**config.mk**
```make
export PLATFORM = sky130hd
export DESIGN_NAME = bus_strobe_gen
export DESIGN_NICKNAME = d
export VERILOG_FILES = /design/src/rtl/strobe_pkg.sv /design/src/rtl/rst_qual.sv /design/src/rtl/cycle_seq.sv /design/src/rtl/strobe_out.sv /design/src/rtl/bus_strobe_gen.sv
export SDC_FILE = /design/constraint.sdc
export NUM_CORES = 1
export LEC_CHECK = 0
export BUFFER_PORTS_ARGS = -buffer_cell sky130_fd_sc_hd__buf_2
export CORE_MARGIN = 4
export CORE_UTILIZATION = 40
export DETAILED_ROUTE_END_ITERATION = 10
export GPL_ROUTABILITY_DRIVEN = 0
export PLACE_DENSITY = 0.71
export SKIP_CTS_REPAIR_TIMING = 1
export SYNTH_ARGS = -nofsm -noshare
export SYNTH_HDL_FRONTEND = slang
export SYNTH_SLANG_ARGS = --single-unit
```
**constraint.sdc**
```tcl
create_clock -name osc_clk -period 2.09 [get_ports osc_clk]
set_input_delay 0.1045 -clock osc_clk [delete_from_list [all_inputs] [get_ports osc_clk]]
set_output_delay 0.1045 -clock osc_clk [all_outputs]
set_load 0.01 [all_outputs]
```
**src/rtl/strobe_pkg.sv**
```systemverilog
package strobe_pkg;
    localparam int MC_STATES = 6;
    localparam int MC_PHASES = 2;

    typedef enum logic [2:0] {
        ST_S1 = 3'd0,
        ST_S2 = 3'd1,
        ST_S3 = 3'd2,
        ST_S4 = 3'd3,
        ST_S5 = 3'd4,
        ST_S6 = 3'd5
    } mstate_t;
endpackage

```
**src/rtl/rst_qual.sv**
```systemverilog
module rst_qual #(
    parameter int SYNC_STAGES = 2,
    parameter int HOLD_CLKS   = 24
) (
    input  logic clk,
    input  logic pin,
    output logic rst_o
);
    localparam int CW = $clog2(HOLD_CLKS + 1);

    logic          pin_hi;
    logic [CW-1:0] hi_cnt;
    logic          rst_q;

    generate
        if (SYNC_STAGES == 1) begin : g_sync1
            logic s_q;
            always_ff @(posedge clk) s_q <= pin;
            assign pin_hi = s_q;
        end else begin : g_syncn
            logic [SYNC_STAGES-1:0] s_q;
            always_ff @(posedge clk) s_q <= {s_q[SYNC_STAGES-2:0], pin};
            assign pin_hi = s_q[SYNC_STAGES-1];
        end
    endgenerate

    always_ff @(posedge clk) begin
        if (!pin_hi)
            hi_cnt <= '0;
        else if (hi_cnt != CW'(HOLD_CLKS))
            hi_cnt <= hi_cnt + CW'(1);
        rst_q <= pin_hi && (hi_cnt >= CW'(HOLD_CLKS - 1));
    end

    assign rst_o = rst_q;

    AST_RST_QUALIFIED: assert property (@(posedge clk) $rose(rst_q) |-> hi_cnt == CW'(HOLD_CLKS));
    AST_RST_RELEASE: assert property (@(posedge clk) !pin_hi |=> !rst_q);
endmodule

```
**src/rtl/cycle_seq.sv**
```systemverilog
module cycle_seq
    import strobe_pkg::*;
(
    input  logic    clk,
    input  logic    rst,
    output mstate_t st_o,
    output logic    ph_o,
    output logic    last_o
);
    mstate_t st_q, st_nx;
    logic    ph_q;

    // state register: phase flip-flop divides the clock by two
    always_ff @(posedge clk) begin
        if (rst) begin
            st_q <= ST_S1;
            ph_q <= 1'b0;
        end else begin
            ph_q <= ~ph_q;
            if (ph_q)
                st_q <= st_nx;
        end
    end

    always_comb begin
        unique case (st_q)
            ST_S1:   st_nx = ST_S2;
            ST_S2:   st_nx = ST_S3;
            ST_S3:   st_nx = ST_S4;
            ST_S4:   st_nx = ST_S5;
            ST_S5:   st_nx = ST_S6;
            ST_S6:   st_nx = ST_S1;
            default: st_nx = ST_S1;
        endcase
    end

    assign st_o   = st_q;
    assign ph_o   = ph_q;
    assign last_o = (st_q == ST_S6) && ph_q;

    AST_PHASE_TOGGLE: assert property (@(posedge clk) disable iff (rst) !rst |=> ph_q != $past(ph_q));
    AST_STATE_HOLD: assert property (@(posedge clk) disable iff (rst) (!rst && !ph_q) |=> $stable(st_q));
endmodule

```
**src/rtl/strobe_out.sv**
```systemverilog
module strobe_out
    import strobe_pkg::*;
#(
    parameter int          ADDR_W   = 8,
    parameter int          DATA_W   = 8,
    parameter logic [7:0]  DIS_ADDR = 8'h87,
    parameter int          DIS_BIT  = 5
) (
    input  logic              clk,
    input  logic              rst,
    input  mstate_t           st,
    input  logic              ph,
    input  logic              last,
    input  logic              xdata_req,
    input  logic              code_req,
    input  logic              idle,
    input  logic              pdown,
    input  logic              strap,
    input  logic              we,
    input  logic [ADDR_W-1:0] addr,
    input  logic [DATA_W-1:0] wdata,
    output logic              ale,
    output logic              ale_weak,
    output logic              psen_n
);
    localparam logic [DATA_W-1:0] DIS_MASK = DATA_W'(1) << DIS_BIT;

    logic cyc_x, cyc_c, dis_bit, ext_lat;
    logic slot_ale, slot_psen, suspend, dis_eff;

    always_ff @(posedge clk) begin
        if (rst) begin
            cyc_x   <= 1'b0;
            cyc_c   <= 1'b0;
            dis_bit <= 1'b0;
            ext_lat <= strap;
        end else begin
            if (last) begin
                cyc_x <= xdata_req;
                cyc_c <= code_req;
            end
            if (we && addr == ADDR_W'(DIS_ADDR))
                dis_bit <= |(wdata & DIS_MASK);
        end
    end

    // strobe slots within the machine cycle
    always_comb begin
        slot_ale  = 1'b0;
        slot_psen = 1'b0;
        unique case (st)
            ST_S1: begin
                slot_ale  = !ph;
                slot_psen = ph;
            end
            ST_S4: begin
                slot_ale  = !ph && !cyc_x;
                slot_psen = ph;
            end
            default: ;
        endcase
    end

    assign suspend  = cyc_x || cyc_c || idle || pdown;
    assign dis_eff  = dis_bit && !ext_lat && !suspend;
    assign ale      = !rst && slot_ale && !dis_eff;
    assign ale_weak = !rst && dis_eff;
    assign psen_n   = !(!rst && ext_lat && !cyc_x && slot_psen);

    AST_NO_OVERLAP: assert property (@(posedge clk) disable iff (rst) !(ale && !psen_n));
    AST_INT_NO_PSEN: assert property (@(posedge clk) disable iff (rst) !ext_lat |-> psen_n);
    AST_WEAK_NO_ALE: assert property (@(posedge clk) disable iff (rst) ale_weak |-> !ale);
    AST_EXT_NO_WEAK: assert property (@(posedge clk) disable iff (rst) ext_lat |-> !ale_weak);
    AST_STRAP_HELD: assert property (@(posedge clk) disable iff (rst) !rst |=> $stable(ext_lat));
endmodule

```
**src/rtl/bus_strobe_gen.sv**
```systemverilog
module bus_strobe_gen
    import strobe_pkg::*;
#(
    parameter int         RST_MCYC    = 2,
    parameter int         SYNC_STAGES = 2,
    parameter int         ADDR_W      = 8,
    parameter int         DATA_W      = 8,
    parameter logic [7:0] DIS_ADDR    = 8'h87,
    parameter int         DIS_BIT     = 5
) (
    input  logic              osc_clk,
    input  logic              rst_pin,
    input  logic              xdata_cyc,
    input  logic              code_cyc,
    input  logic              idle_mode,
    input  logic              pdown_mode,
    input  logic              strap_ext,
    input  logic              reg_we,
    input  logic [ADDR_W-1:0] reg_addr,
    input  logic [DATA_W-1:0] reg_wdata,
    output logic              ale,
    output logic              ale_weak,
    output logic              psen_n,
    output logic [2:0]        state_idx,
    output logic              phase,
    output logic              rst_int
);
    localparam int HOLD_CLKS = RST_MCYC * MC_STATES * MC_PHASES;

    logic    rst_w, ph_w, last_w;
    mstate_t st_w;

    rst_qual #(.SYNC_STAGES(SYNC_STAGES), .HOLD_CLKS(HOLD_CLKS)) u_rst (
        .clk(osc_clk), .pin(rst_pin), .rst_o(rst_w)
    );

    cycle_seq u_seq (
        .clk(osc_clk), .rst(rst_w), .st_o(st_w), .ph_o(ph_w), .last_o(last_w)
    );

    strobe_out #(
        .ADDR_W(ADDR_W), .DATA_W(DATA_W), .DIS_ADDR(DIS_ADDR), .DIS_BIT(DIS_BIT)
    ) u_out (
        .clk(osc_clk), .rst(rst_w), .st(st_w), .ph(ph_w), .last(last_w),
        .xdata_req(xdata_cyc), .code_req(code_cyc), .idle(idle_mode),
        .pdown(pdown_mode), .strap(strap_ext), .we(reg_we), .addr(reg_addr),
        .wdata(reg_wdata), .ale(ale), .ale_weak(ale_weak), .psen_n(psen_n)
    );

    assign state_idx = st_w;
    assign phase     = ph_w;
    assign rst_int   = rst_w;
endmodule

```
; ---- Yosys cells after proc, flatten, opt, wreduce, memory -nomap -nowiden
; Cells that the tools add are included.
; Widths: inputs -> output; s select.
[op_classes]
n_addsub = 1
multipliers = 0
n_div = 0
magnitude_cmp = 1
n_eq_ne = 7
shift = 0
muxes = 3
bitwise = 1
reduce_logical = 24
[ops]
columns = op, count
row1 = $pmux 3 s5, 1
row2 = $logic_and 1x1->1, 12
row3 = $eq 8x8->1 const B, 1
row4 = $logic_not 1->1, 7
row5 = $eq 3x2->1 const B, 2
row6 = $eq 3x3->1 const B, 2
row7 = $add 5x1->5 const B, 1
row8 = $ge 5x5->1 const B, 1
row9 = $ne 5x5->1 const B, 1
row10 = $eq 3x1->1 const B, 1
row11 = $logic_not 3->1, 1
row12 = $logic_or 1x1->1, 3
row13 = $pmux 1 s2, 1
row14 = $reduce_or 2->1, 1
row15 = $mux 1, 1
row16 = $not 1->1, 1
[totals]
reg_bits = 16
latch_bits = 0
ram_bits = 0
rom_bits = 0
input_bits = 24
output_inout_bits = 8
word_cells = 46
n_memories = 0

; ---- Depth between registers and ports, before layout
; Gate-level depths: netlist of the first run.
[logic_depth]
word_depth = 7
ltp_mapped = 5

; ---- By module
; From an unflattened synthesis of the first run, not the netlist that was laid out.
[unflattened]
cells_unflattened = 74
hier_area_um2 = 745.7
[modules_own_cells]
columns = mod, instances, cells_per_inst, area_each_um2
row1 = rst_qual, 1, 32, 335.3
row2 = strobe_out, 1, 24, 244.0
row3 = cycle_seq, 1, 18, 166.4

; ---- Worst setup path after synthesis of the first run
; OpenSTA, ideal clock, no wires.
[synth_path]
kind = input to register
from = input reg_addr[5]
to = register u_out.dis_bit
setup_time_ps = 72
arrival_ps = 1037
t_required_ps = 2018
slack_ps = 981
stages = 3
cell_sequence = or4b_4 -> nor4_4 -> mux2i_1
[synth_between]
elab_chain_len = 2
[synth_rtl]
columns = item, line
row1 = from (decl), bus_strobe_gen.sv:19  ; input logic [ADDR_W-1:0] reg_addr,
row2 = $eq 8x8->1, strobe_out.sv:42  ; if (we && addr == ADDR_W'(DIS_ADDR))
row3 = $logic_and 1x1->1, strobe_out.sv:42
row4 = to (signal assigned), strobe_out.sv:43  ; dis_bit <= |(wdata & DIS_MASK);
row5 = to (decl), strobe_out.sv:28  ; logic cyc_x, cyc_c, dis_bit, ext_lat;
; No other way between the ends.
; A chain may end at the register's enable or synchronous reset.

; ---- Worst setup path in the final report of the first run
[layout_path]
from = register u_out.ext_lat
to = output ale
[layout_between]
elab_chain_len = 5
[layout_rtl]
columns = item, line
row1 = from (decl), strobe_out.sv:28
row2 = from (signal assigned), strobe_out.sv:36  ; ext_lat <= strap;
row3 = $logic_not 1->1, strobe_out.sv:65  ; assign dis_eff = dis_bit && !ext_lat && !suspend;
row4 = $logic_and 1x1->1 (2 in series), strobe_out.sv:65
row5 = $logic_not 1->1, strobe_out.sv:66  ; assign ale = !rst && slot_ale && !dis_eff;
row6 = $logic_and 1x1->1, strobe_out.sv:66
row7 = to (decl), bus_strobe_gen.sv:21  ; output logic ale,
; No other way between the ends.

==> results.yml, run 1 <==
min_path:
  hp-class: "input port to register"
  min_path_cells: 3
global_routing:
  grt_first_pass_wirelength_mm: 2.00
  antenna_found_initial: 0
  grt_util_all_layers_pct: 10.1
  grt_max_degree: 14
  grt_pass1_vias: 490
  gr-total-overflow: 0
synthesis:
  synth.distinct_cells: 27
  synthArstFlopShare_pct: 0
  syn_inst: 74
  synth_warnings: 0
  synth-main-ff-cell: "dfxtp_1"
  syn_avg_cell_area_um2: 9.69
  synth_seq_cells: 16
  netlist_area_um2: 717
  syn_nets: 100
  synth_edf_count: 1
  ys_seq_area_share_pct: 46.1
worst_setup_path:
  worst_path_largest_cell_delay_ns: 0.39
  cp-end-kind: "output port"
  crit_family: "simple AND/OR/NAND/NOR gates"
  crit_fanout: 2
  cp.arrival_ns: 1.38
  critical_path_class: "register to output port"
  path_cells: "nor4b_1, nand2_1, and3_1, buf_2"
  crit_buf_inv: 1
  path_depth: 4
  crit_path_start_kind: "register"
  cp.required_ns: 1.99
  r2r_cells: 5
  cp_slowest_cell: "edfxtp_1"
cts:
  cts_made_buffers: 3
  cts_tree: "built"
  cts_htree_levels: 1
  root_buffer: "clkbuf_4"
  clkSinkCount: 16
  clock_latency_ns: 0.27
  cts.path.max_buffers: 2
  clk_pin_slew_worst_paths_ns: 0.08
layout:
  mostFrequentLayoutCells: "buf_2, dfxtp_1, nor2_1, nand2_1, mux2i_1"
  area_growth_pct: 27.1
  num_antenna_cells: 0
  final_common_cell: "buf_2"
  fin_nets: 130
  final_cell_area_um2: 911
  layout-drive-gt1-share_pct: 28.2
sta:
  setup_slack_ns: 0.603
  whs_ns: 0.0749
  period_needed_ns: 1.49
  tightest_slew_ns: 0.396
  fin_crit_sh_pct: 71.2
  slew_viol_final: 0
  slew_headroom_pct: 73.6
  max_freq_ghz: 0.672
  fin_setup_tns_ns: 0
  grt_setup_unrepaired: "false"
  finClkSkew_ns: 0.00297
  setup_viol: 0
  final-hold-violation-count: 0
die:
  die_width_um: 50.3
  dieArea_um2: 2530
  num_rows: 15
  die_h_um: 50.3
  coreArea_um2: 1710
  ios: 32
  start_util_pct: 42.0
routing:
  dr_wl_met3_um: 89
  routed_wl_mm: 1.26
  topRoutingLayerUsed: "met4"
  wire_per_inst_um: 9.84
  drcViolationCount: 0
  met2WireLength_um: 584
  drt_first_iter_violations: 8
  vias: 592
  viasPerCell: 4.63
  first_pass_iters: 4
  ant_nets: 0
  wl_met1_um: 573
flow_run:
  maxCapViolCount: 0
placement:
  io_buffers: 24
  dp_hpwl_um: 995
  placed_cell_area_um2: 865
  dp_slack_ns: 0.818
status:
  status: "complete, no violations"
power_and_ir_drop:
  irDropWorstVdd_mv: 0.397
  leakage_nw: 0.437
  p_per_area_nw_per_um2: 598
## through the flow
stage	total power, W	instances	utilization [%]
floorplan	0.000370	74	-
global placement	0.000392	122	50.6
detailed placement	0.000394	122	50.6
CTS	0.000552	126	52.2
global route	0.000578	128	53.3
finish	0.000545	128	53.3
## kinds of logic after synthesis
family                     count (synthesis)  share of synthesized area [%]
and+or+nand+nor                           37                           31.4
DFF                                       16                           46.1
AOI/OAI and AO/OA                          7                           5.58
muxes                                      5                           6.98
xor gates and xnor gates                   4                           4.89
buffers and inverters                      3                           1.57
adders and majority gates                  2                           3.49
## cell usage after synthesis, drive strengths merged (3+ instances only)
library cell / count / area (um^2)
dfxtp: 15 / 300
nor2: 8 / 30.0
nand2: 7 / 26.3
mux2i: 5 / 50.1
and2: 3 / 18.8
nand2b: 3 / 18.8
nand3: 3 / 15.0
o21ai: 3 / 15.0
xnor2: 3 / 26.3
## path summary, 6_finish.rpt
kind / to / start / slack (ns)
worst max-delay path: ale / u_out.ext_lat / 0.60
worst min-delay path: u_out.cyc_x / xdata_cyc / 0.07
worst max register to register: u_rst.hi_cnt[0] / u_rst.hi_cnt[0] / 0.90
worst min register to register: u_rst.g_syncn.s_q[1] / u_rst.g_syncn.s_q[0] / 0.33
## layer usage
layer / GRT usage [%] / up-vias
met5: 0 / -
met4: 5.38 / 0
met3: 3.56 / 2
met2: 15.0 / 13
met1: 12.6 / 263
li1: - / 314
## worst min-delay path, delay by kind of cell
family,cells,cell delay (ns)
simple gates,1,0.08
buf+inv,1,0.08
mux,1,0.05
## cell type report
class,count,area [um^2]
Clock buffer,4,26.3
Fill cell,174,797
Inverter,2,7.51
Multi-Input combinational cell,55,375
Sequential cell,16,330
Tap cell,25,31.3
Timing Repair Buffer,26,140
## report_power, final
part | internal, W | switching, W | total [W] | leakage (nW)
sequential | 0.000320 | 0.0000143 | 0.000335 | 0.134
clock | 0.0000739 | 0.0000816 | 0.000155 | 0.0150
combinational | 0.0000331 | 0.0000215 | 0.0000546 | 0.288
total | 0.000427 | 0.000117 | 0.000545 | 0.437
## registers in the layout (all words and copies together), names as in the netlist
name	flops
u_out.cyc_x	1
u_seq.ph_o	1
u_rst.g_syncn.s_q	2
u_seq.st_o	3
u_out.dis_bit	1
u_out.cyc_c	1
u_out.ext_lat	1
u_rst.hi_cnt	5
u_rst.rst_o	1
Note: power is estimated with default switching activity, not from simulation.
==> run 2: changes to the inputs <==
- clock period: 2.09 -> 1.5 ns (I/O delays scaled with it)
==> run 2 against run 1 <==
  * Core utilization grew 0.81 points
  * Non-clock buffer count grew 1
  * First-iteration DRC count shrank 25%
  * Combinational power grew 42%
  * Clock skew grew 0.0020 ns
  * Clock power grew 42%
  * Via count shrank 0.68%
  * Die area is the same
  * Total power grew 40%
  * Global-route usage grew 0.45 points
  * Register-to-register slack lost 0.60 ns
  * Worst setup slack lost 0.50 ns
==> results.yml, run 2 (same netlist as run 1, synthesis figures left out) <==
sta:
  slew_headroom_pct: 74.0
  grt_setup_unrepaired: "false"
  period_needed_ns: 1.40
  fin_setup_tns_ns: 0
  slew_viol_final: 0
  final-hold-violation-count: 0
  max_freq_ghz: 0.717
  tightest_slew_ns: 0.389
  finClkSkew_ns: 0.00496
  fin_crit_sh_pct: 93.0
  setup_viol: 0
min_path:
  hp-class: "input port to register"
cts:
  cts_tree: "built"
  clkSinkCount: 16
  root_buffer: "clkbuf_4"
  clk_pin_slew_worst_paths_ns: 0.08
  cts_made_buffers: 3
  clock_latency_ns: 0.27
  cts_htree_levels: 1
  cts.path.max_buffers: 2
worst_setup_path:
  critical_path_class: "register to output port"
  endpoint: "ale"
  worstSetupStartpoint: "u_out.ext_lat"
  path_cells: "nor4b_2, nand2_1, and3_1, buf_2"
  cp.required_ns: 1.42
  rrSetupSlack_ns: 0.30
  reg2reg_to: "u_rst.hi_cnt[0]"
  cp.arrival_ns: 1.32
  crit_buf_inv: 1
  crit_fanout: 2
  worst_path_largest_cell_delay_ns: 0.41
  crit_family: "simple AND/OR/NAND/NOR gates"
  cp_slowest_cell: "edfxtp_1"
  cp-end-kind: "output port"
  r2r_start: "u_rst.hi_cnt[0]"
  path_depth: 4
  crit_path_start_kind: "register"
  r2r_cells: 5
layout:
  multi_input_area_um2: 382
  largest_register_ffs: 5
  largest-register: "u_rst.hi_cnt"
  ff_latch_area_um2: 330
  final_common_cell: "buf_2"
  area_growth_pct: 29.0
  num_antenna_cells: 0
  layout-drive-gt1-share_pct: 29.8
  stdcell_count: 129
  mostFrequentLayoutCells: "buf_2, dfxtp_1, nor2_1, nand2_1, mux2i_1"
  fin_nets: 131
  nFillCells: 168
placement:
  io_buffers: 24
  placed_cells_incl_taps: 122
  dp_hpwl_um: 988
flow_run:
  maxCapViolCount: 0
routing:
  vias: 588
  drt_first_iter_violations: 6
  viasPerCell: 4.56
  ant_nets: 0
  routed_wl_mm: 1.31
  drcViolationCount: 0
  wire_per_inst_um: 10.2
  first_pass_iters: 4
power_and_ir_drop:
  leakage_nw: 0.444
  p_per_area_nw_per_um2: 825
  p_int_w: 0.000596
  p_seq_share_pct: 61.1
  clockPowerShare_pct: 28.8
  p_sw_share_pct: 21.8
  pwr-share-comb_pct: 10.2
  irDropWorstVdd_mv: 0.568
  netSwitchingPower_w: 0.000167
global_routing:
  grt_max_degree: 14
  grt_pass1_vias: 513
  antenna_found_initial: 0
  grt_util_all_layers_pct: 10.5
  grt_first_pass_wirelength_mm: 2.07
  gr-total-overflow: 0
status:
  status: "complete, no violations"
die:
  num_rows: 15
  start_util_pct: 42.0
  ios: 32
  die_width_um: 50.3
  die_h_um: 50.3
  coreArea_um2: 1710
  dieArea_um2: 2530
==> run 2: cell count changes in the layout (fill, tap and decap cells not counted) <==
cell     previous run  this run
nor4b_1             2         1
nor4b_2             0         1
buf_4               0         1
==> run 2: worst min path at each step <==
stage / cells past startpoint / end / startpoint
2_1_floorplan: 0 / u_rst.g_syncn.s_q[0] / rst_pin
3_3_place_gp: 1 / u_rst.g_syncn.s_q[0] / rst_pin
3_5_place_dp: 1 / u_rst.g_syncn.s_q[0] / rst_pin
4_1_cts: 1 / u_rst.g_syncn.s_q[0] / rst_pin
5_1_grt: 3 / u_out.cyc_x / xdata_cyc
6_report: 3 / u_out.cyc_x / xdata_cyc
==> run 2: tightest hold or removal path: stages <==
cell	delay (ns)
buf_2	0.08
mux2i_1	0.05
nor2_1	0.07
==> run 2: layout make-up <==
cell class / instances / share of cell area [%]
Clock buffer: 4 / 2.84
Inverter: 2 / 0.812
Multi-Input combinational cell: 55 / 41.3
Sequential cell: 16 / 35.7
Tap cell: 25 / 3.38
Timing Repair Buffer: 27 / 16.0
==> run 2: routing by layer <==
layer / GRT usage [%] / vias up / wire length (um)
met3: 3.26 / 0 / 77
met2: 15.2 / 13 / 609
met1: 13.9 / 261 / 626
met4: 5.38 / 0 / 0
li1: - / 314 / -
met5: 0 / - / 0
==> run 2: through the flow <==
stage	setup WS (ns)	area [um^2]	total power, W	utilization [%]	hold slack, ns
floorplan	0.406	717	0.000515	-	0.103
global placement	0.286	865	0.000546	50.6	0.177
detailed placement	0.255	865	0.000549	50.6	0.179
CTS	-0.0144	891	0.000776	52.2	-0.118
global route	0.0143	925	0.000816	54.1	0.0338
finish	0.105	925	0.000763	54.1	0.0445
==> run 2: power by group through the flow <==
| stage | logic [W] | registers [W] | clock network (W) |
|---|---|---|---|
| floorplan | 0.0000424 | 0.000472 | 0 |
| CTS | 0.0000737 | 0.000466 | 0.000236 |
| detailed placement | 0.0000734 | 0.000476 | 0 |
| finish | 0.0000776 | 0.000466 | 0.000220 |
| global route | 0.0000881 | 0.000469 | 0.000258 |
| global placement | 0.0000710 | 0.000475 | 0 |
